`src/rtl/slice_ser_pkg.sv`:
```
package slice_ser_pkg;
  // index width that never collapses to zero bits
  function automatic int unsigned idx_w(input int unsigned n);
    return (n < 2) ? 1 : $clog2(n);
  endfunction
endpackage

```
`src/rtl/wide_queue.sv`:
```
module wide_queue
  import slice_ser_pkg::*;
#(
  parameter int unsigned WORD_W = 96,
  parameter int unsigned DEPTH  = 16
) (
  input  logic              clk_i,
  input  logic              rst_ni,
  input  logic              push_i,
  input  logic [WORD_W-1:0] data_i,
  input  logic              pop_i,
  output logic [WORD_W-1:0] data_o,
  output logic              empty_o,
  output logic              full_o
);
  localparam int unsigned AW = idx_w(DEPTH);
  localparam int unsigned CW = AW + 1;

  logic [WORD_W-1:0] mem [DEPTH];
  logic [AW-1:0]     wr_ptr, rd_ptr;
  logic [CW-1:0]     count;
  logic              do_push, do_pop;

  assign empty_o = (count == '0);
  assign full_o  = (count == CW'(DEPTH));
  assign do_push = push_i && !full_o;
  assign do_pop  = pop_i && !empty_o;
  assign data_o  = mem[rd_ptr];

  function automatic logic [AW-1:0] nxt(input logic [AW-1:0] p);
    return (p == AW'(DEPTH - 1)) ? '0 : p + 1'b1;
  endfunction

  always_ff @(posedge clk_i) begin
    if (do_push) mem[wr_ptr] <= data_i;
  end

  always_ff @(posedge clk_i or negedge rst_ni) begin
    if (!rst_ni) begin
      wr_ptr <= '0;
      rd_ptr <= '0;
      count  <= '0;
    end else begin
      if (do_push) wr_ptr <= nxt(wr_ptr);
      if (do_pop)  rd_ptr <= nxt(rd_ptr);
      case ({do_push, do_pop})
        2'b10:   count <= count + 1'b1;
        2'b01:   count <= count - 1'b1;
        default: count <= count;
      endcase
    end
  end
endmodule

```
`src/rtl/slice_counter.sv`:
```
module slice_counter
  import slice_ser_pkg::*;
#(
  parameter int unsigned N_SLICES = 3
) (
  input  logic                        clk_i,
  input  logic                        rst_ni,
  input  logic                        advance_i,
  output logic [idx_w(N_SLICES)-1:0]  cnt_o,
  output logic                        last_o
);
  localparam int unsigned CW = idx_w(N_SLICES);

  assign last_o = (cnt_o == CW'(N_SLICES - 1));

  always_ff @(posedge clk_i or negedge rst_ni) begin
    if (!rst_ni)        cnt_o <= '0;
    else if (advance_i) cnt_o <= last_o ? '0 : cnt_o + 1'b1;
  end
endmodule

```
`src/rtl/slice_mux.sv`:
```
module slice_mux
  import slice_ser_pkg::*;
#(
  parameter int unsigned N_SLICES = 3,
  parameter int unsigned SLICE_W  = 32
) (
  input  logic [N_SLICES*SLICE_W-1:0] word_i,
  input  logic [idx_w(N_SLICES)-1:0]  sel_i,
  output logic [SLICE_W-1:0]          slice_o
);
  logic [SLICE_W-1:0] parts [N_SLICES];

  for (genvar g = 0; g < N_SLICES; g++) begin : g_part
    assign parts[g] = word_i[g*SLICE_W +: SLICE_W];
  end

  assign slice_o = parts[sel_i];
endmodule

```
`src/rtl/slice_serializer.sv`:
```
module slice_serializer
  import slice_ser_pkg::*;
#(
  parameter int unsigned N_SLICES = 3,
  parameter int unsigned SLICE_W  = 32,
  parameter int unsigned DEPTH    = 16
) (
  input  logic                        clk_i,
  input  logic                        rst_ni,
  input  logic                        in_valid_i,
  input  logic [N_SLICES*SLICE_W-1:0] in_data_i,
  output logic                        in_ready_o,
  output logic                        out_valid_o,
  output logic [SLICE_W-1:0]          out_data_o,
  input  logic                        out_ready_i
);
  localparam int unsigned WORD_W = N_SLICES * SLICE_W;
  localparam int unsigned CW     = idx_w(N_SLICES);

  logic [WORD_W-1:0] head;
  logic              empty, full, fire, last;
  logic [CW-1:0]     cnt, sel;

  assign in_ready_o  = !full;
  assign out_valid_o = !empty;
  assign fire        = out_valid_o && out_ready_i;
  // most significant slice first
  assign sel         = CW'(N_SLICES - 1) - cnt;

  wide_queue #(.WORD_W(WORD_W), .DEPTH(DEPTH)) u_queue (
    .clk_i   (clk_i),
    .rst_ni  (rst_ni),
    .push_i  (in_valid_i),
    .data_i  (in_data_i),
    .pop_i   (fire && last),
    .data_o  (head),
    .empty_o (empty),
    .full_o  (full)
  );

  slice_counter #(.N_SLICES(N_SLICES)) u_cnt (
    .clk_i     (clk_i),
    .rst_ni    (rst_ni),
    .advance_i (fire),
    .cnt_o     (cnt),
    .last_o    (last)
  );

  slice_mux #(.N_SLICES(N_SLICES), .SLICE_W(SLICE_W)) u_mux (
    .word_i  (head),
    .sel_i   (sel),
    .slice_o (out_data_o)
  );
endmodule

```
`config.mk`:
```
export PLATFORM = sky130hd
export DESIGN_NAME = slice_serializer
export DESIGN_NICKNAME = d
export VERILOG_FILES = /design/src/rtl/slice_ser_pkg.sv /design/src/rtl/wide_queue.sv /design/src/rtl/slice_counter.sv /design/src/rtl/slice_mux.sv /design/src/rtl/slice_serializer.sv
export SDC_FILE = /design/constraint.sdc
export NUM_CORES = 2
export LEC_CHECK = 0
export BUFFER_PORTS_ARGS = -buffer_cell sky130_fd_sc_hd__buf_2
export CAP_MARGIN = 20
export CORE_MARGIN = 4
export CORE_UTILIZATION = 50
export CTS_CLUSTER_SIZE = 12
export DETAILED_ROUTE_END_ITERATION = 16
export PLACE_DENSITY = 0.77
export RECOVER_POWER = 50
export SLEW_MARGIN = 30
export SYNTH_ARGS = -nofsm -noshare
export SYNTH_HDL_FRONTEND = slang
export SYNTH_HIERARCHICAL = 1
export SYNTH_SLANG_ARGS = --single-unit
```
`constraint.sdc`:
```
create_clock -name clk_i -period 22.3 [get_ports clk_i]
set_input_delay 1.115 -clock clk_i [delete_from_list [all_inputs] [get_ports clk_i]]
set_output_delay 1.115 -clock clk_i [all_outputs]
set_load 0.05 [all_outputs]
```
# ---- After elaboration in Yosys (flattened, before gate mapping)
# Memory sizes are Yosys's and may differ from the RTL's.
# Cells that the tools add are included.
dict set report classes {
  addsub 6
  magnitude_cmp 1
  eq_ne 6
  muxes 9
  bitwise_logic 1
  reduce_logical 8
}
# operator count
set op_table {}
lappend op_table {{32-bit binary-select mux with 2-bit select} 1}
lappend op_table {{32-bit 2-to-1 mux} 2}
lappend op_table {{5-bit case mux with 2 select lines} 1}
lappend op_table {{4-bit by 1-bit adder with 4-bit output (second input constant)} 2}
lappend op_table {{4-bit equality test (second input constant)} 2}
lappend op_table {{4-bit 2-to-1 mux} 2}
lappend op_table {{5-bit by 1-bit adder with 5-bit output (second input constant)} 1}
lappend op_table {{5-bit equality test (second input constant)} 1}
lappend op_table {{5-bit logical NOT} 1}
lappend op_table {{5-bit by 1-bit subtractor with 5-bit output (second input constant)} 1}
lappend op_table {{2-bit equality test (second input constant)} 2}
lappend op_table {{1-bit logical AND} 4}
lappend op_table {{3-bit >= comparator (second input constant)} 1}
lappend op_table {{2-bit NOT with 3-bit output} 1}
lappend op_table {{2-bit by 1-bit adder with 2-bit output (second input constant)} 1}
lappend op_table {{2-bit by 1-bit equality test with 1-bit output (second input constant)} 1}
lappend op_table {{1-bit logical NOT} 2}
lappend op_table {{1-bit 2-to-1 mux} 2}
lappend op_table {{2-bit 2-to-1 mux} 1}
lappend op_table {{2-bit nonzero test} 1}
lappend op_table {{2-bit subtractor (first input constant)} 1}
dict set report word_totals {
  reg_bits 15
  mem_bits_rw 1536
  inputBits 100
  output_inout_bits 34
  word_cells 36
  n_memories 1
}
# name depth word_bits rd rd_clocked_by_memory_dff write_ports line
set memory_table {}
lappend memory_table {u_queue.mem 16 96 1 0 1 wide_queue.sv:19} ;# logic [WORD_W-1:0] mem [DEPTH];

# ---- Longest topological paths before layout
dict set report logic_depth {
  depth_word 7
  mapped_depth 10
  mapped_depth_nobuf 10
}

# ---- Hierarchy
# The synthesis kept the hierarchy.
# mod instances cells_per_inst area_per_inst_um2 seq_area_each_um2
set by_module_without_submodules {}
lappend by_module_without_submodules {wide_queue 1 2651 59284.4 46449.5}
lappend by_module_without_submodules {slice_mux 1 77 787.0 0.0}
lappend by_module_without_submodules {slice_counter 1 7 88.8 50.0}
lappend by_module_without_submodules {slice_serializer 1 5 31.3 0.0}

# ---- Least setup slack after synthesis
# OpenSTA, ideal clock, no wires.
dict set report synth_path {
  kind {input -> register}
  from {input port in_valid_i}
  to {memory u_queue.mem[0][0] (enable)}
  setup_time_ps 668
  t_arrival_ps 8245
  path_slack_ps 13387
  cell_stages 4
  path_buffers 1
  cell_sequence {a21boi_0 clkbuf_1 nand2_1 nor3_1}
}
dict set report synth_via {
  elab_chain_cells 3
}
# item line
set synth_lines {}
lappend synth_lines {{start, declared} slice_serializer.sv:10} ;# input logic in_valid_i,
lappend synth_lines {{1-bit logical AND} wide_queue.sv:26} ;# assign do_push = push_i && !full_o;
lappend synth_lines {{1-bit 2-to-1 mux} wide_queue.sv:35} ;# if (do_push) mem[wr_ptr] <= data_i;
lappend synth_lines {{1-bit 2-to-1 mux (implied by the code)} wide_queue.sv:35}
lappend synth_lines {{end, declared} wide_queue.sv:19}
# Every way passes these cells.

# ---- Final worst setup path
dict set report layout_path {
  from {register u_queue.rd_ptr[1]}
  to {output port out_data_o[20]}
}
dict set report layout_via {
  elab_chain_cells 4
}
# item line
set layout_lines {}
lappend layout_lines {{start, declared} wide_queue.sv:20} ;# logic [AW-1:0] wr_ptr, rd_ptr;
lappend layout_lines {{start signal, assigned} wide_queue.sv:45} ;# if (do_pop) rd_ptr <= nxt(rd_ptr);
lappend layout_lines {{memory 16 x 96 bit} n/a}
lappend layout_lines {{net head[20]} slice_serializer.sv:20} ;# logic [WORD_W-1:0] head;
lappend layout_lines {{32-bit binary-select mux with 2-bit select} slice_mux.sv:17} ;# assign slice_o = parts[sel_i];
lappend layout_lines {{32-bit 2-to-1 mux (implied by the code) (2 in series)} slice_mux.sv:17}
lappend layout_lines {{end, declared} slice_serializer.sv:14} ;# output logic [SLICE_W-1:0] out_data_o,
# The timed path passes the listed nets, and every way through them passes these cells. The select of a mux whose other input is x is not followed.

==> flow_summary.toml <==
[status]
status = "completed"

[synthesis]
ys_async_sr_fraction_pct = 0.9671
ys_ff_latch = 1551
synth_area_leader_cell = "edfxtp_1"
netlist_instances = 2740
synthTopCellsByArea = "edfxtp_1 77%, mux4_2 11%, mux2i_1 5.4%"
synth_edf_count = 1536
yosysUniqueCellTypes = 43
syn_area_per_cell_um2 = 21.97
syn-num-nets = 2850
yosysSeqAreaShare_pct = 77.25
synth_warnings = 6
synth_top_area_share_pct = 76.63
yosys_most_used_dff = "edfxtp_1"
netlist_area_mm2 = 0.06019

[global_route]
grt_pass1_wl_mm = 215.6
grt_use_total_pct = 23.65
grt_max_degree = 143
grt_overflow = 0
antenna_found_initial = 29
first_global_vias = 30455

[min_path]
min_path_type = "in2async"

[floorplan]
fp.dieArea_mm2 = 0.1260
fp.dieW_um = 355.0
rows = 127
coreArea_mm2 = 0.1197
start_util_pct = 50.30
fp.dieH_um = 355.0
ios = 134

[drt]
drt_iter0_drc = 4366
post_drt_wl_per_cell_um = 32.35
wl_mm = 149.1
via_count = 30114
via_per_inst = 6.531
ant_nets = 0
drc = 0
dr.pass1.iters = 6

[timing]
finalCriticalPeriod_ns = 6.754
holdWs_ns = 0.4583
tns_ns = 0
drv_slew = 0
tightest_slew_ns = 1.396
fmax_mhz = 148.1
setup_viol = 0
hold_violations = 0
fin_skew_ns = 0.02141
relSlewSlack_pct = 6.606
rsz0062_at_grt = "no"
finalCritPeriodShare_pct = 30.29

[critical_path]
r2r_slack_ns = 18.41
reg2reg_from = "u_queue/count[0]$_DFFE_PN0P_"
cp.arrival_ns = 5.64
crit_required_ns = 21.19
rr_endpoint = "u_queue/mem[4][42]$_DFFE_PP_"
critPathLaunchType = "register"
worstSetupEndpointType = "output port"
crit_fanout = 57
crit_type = "reg2out"
rr_worst_depth = 6

[power]
power_density_mw_per_mm2 = 133.8
p_leak_nw = 20.72
max-vdd-ir-drop_mv = 0.1923

[placement]
dp_hpwl_mm = 78.20
gp_congestion = 0.7665
io_buffers = 133

[run]
drv_cap = 0

[cells_and_area]
area_growth_pct = 11.06
drive_gt1_share_pct = 19.97
finalNetCount = 3033

[cts]
cts_tree = "done"
cts-root-buf = "clkbuf_16"
cts_sinks = 1551
cts_hold_buf = 0
h-tree-depth = 4
cts_setup_buffers = 0
cts_buffers = 153
clk_pin_slew_ns = 0.06
clockBufferDepth = 3
worst_skew_pair.late_latency_ns = 0.75
ctsResizeCount = 0
==> stage by stage <==
step / instances / worst slack [ns] / cell area, um^2 / power [mW] / utilization [%]
after global routing: 4607 / 15.31 / 66840 / 9.254 / 55.86
after global placement: 4373 / 16.44 / 62530 / 6.599 / 52.25
after CTS: 4601 / 15.56 / 66950 / 8.952 / 55.95
final: 4611 / 15.55 / 66850 / 8.944 / 55.87
after detailed placement: 4379 / 16.41 / 62690 / 6.684 / 52.39
after floorplan: 2740 / 13.39 / 60190 / 5.757 / -
==> routing by layer <==
| metal | wire [um] | track usage, % | up-vias |
|---|---|---|---|
| met1 | 54730 | 32.96 | 15778 |
| met4 | 4622 | 8.013 | 12 |
| met2 | 71980 | 37.10 | 2047 |
| met3 | 17740 | 5.761 | 287 |
| met5 | 83 | 0 | - |
| li1 | - | - | 11990 |
==> critical path, cell delays in order (launching register included) <==
cell	delay [ns]
dfrtp_4	0.92
buf_4	0.73
buf_4	0.83
mux2i_1	0.20
a22oi_1	0.29
mux2i_1	0.12
o21ai_1	0.46
mux2i_1	0.25
o2bb2ai_1	0.67
buf_2	0.39
==> cells by family after synthesis <==
| logic type | Yosys count | share of synthesized area, % |
|---|---|---|
| compound gates | 337 | 4.141 |
| xor+xnor | 7 | 0.1019 |
| fa+ha+maj | 10 | 0.2203 |
| buf+inv | 174 | 1.694 |
| flops | 1551 | 77.25 |
| mux | 614 | 16.21 |
| simple gates | 47 | 0.3783 |
==> sequential cells by signal, indices dropped and copies added (netlist names) <==
signal          flops
u_queue/count       5
u_queue/wr_ptr      4
u_cnt/cnt_o         2
u_queue/rd_ptr      4
u_queue/mem      1536
==> final cells by class <==
type,count,area [um^2]
fill,8486,52810
sequential,1551,46510
multi-input combinational,1015,12790
clock buffer,190,3989
tap,1612,2017
timing repair buffer,196,1212
clock inverter,32,275.3
inverter,6,27.53
antenna,9,22.52
==> power breakdown <==
part / total [mW] / internal [mW] / switching (mW)
Sequential: 3.61 / 3.49 / 0.121
Combinational: 3.05 / 1.06 / 2.00
Clock: 2.28 / 1.26 / 1.02
==> cell usage in the layout (no fill, tap or decap), drive strengths merged, types with 2 or more instances in the layout <==
cell type	netlist	final
edfxtp	1536	1536
mux2i	322	322
clkbuf	68	289
mux4	288	288
o21ai	101	101
buf	100	97
a22oi	96	96
a32oi	96	96
o2bb2ai	32	32
clkinv	0	21
nor2	16	16
inv	6	16
dfrtp	15	15
nand2	11	11
diode	0	9
ha	9	9
xnor2	6	6
nor3	5	5
nor2b	5	5
mux2	4	4
nand3	3	3
a21o	3	3
a21oi	3	3
nand2b	2	2
and2	2	2
==> synthesized netlist by cell type, types with 2 or more instances <==
| cell type | number |
|---|---|
| buf_1 | 5 |
| clkbuf_4 | 2 |
| edfxtp_1 | 1536 |
| dfrtp_1 | 15 |
| a22oi_1 | 96 |
| clkbuf_1 | 66 |
| mux2_2 | 3 |
| nand2_1 | 11 |
| inv_1 | 5 |
| o21ai_1 | 96 |
| o2bb2ai_2 | 10 |
| xnor2_1 | 6 |
| a21o_1 | 3 |
| buf_6 | 26 |
| nand2b_1 | 2 |
| a21oi_1 | 3 |
| ha_1 | 9 |
| nor3_1 | 5 |
| mux4_2 | 288 |
| buf_2 | 38 |
| mux2i_1 | 322 |
| nand3_1 | 3 |
| nor2b_1 | 4 |
| o21ai_0 | 5 |
| buf_4 | 31 |
| and2_1 | 2 |
| nor2_1 | 16 |
| a32oi_1 | 96 |
| o2bb2ai_1 | 22 |
==> how the worst max path moves through the flow <==
| stage | slack [ns] | to | depth (start not counted) | from |
|---|---|---|---|---|
| 2_1_floorplan | 13.39 | u_queue/mem[0][0]$_DFFE_PP_ | 4 | in_valid_i |
| 3_3_place_gp | 16.44 | out_data_o[20] | 9 | u_queue/rd_ptr[1]$_DFFE_PN0P_ |
| 3_5_place_dp | 16.41 | out_data_o[20] | 9 | u_queue/rd_ptr[1]$_DFFE_PN0P_ |
| 4_1_cts | 15.56 | out_data_o[20] | 9 | u_queue/rd_ptr[1]$_DFFE_PN0P_ |
| 5_1_grt | 15.31 | out_data_o[20] | 9 | u_queue/rd_ptr[1]$_DFFE_PN0P_ |
| 6_report | 15.55 | out_data_o[20] | 9 | u_queue/rd_ptr[1]$_DFFE_PN0P_ |
Power figures use the tool's default switching activity.
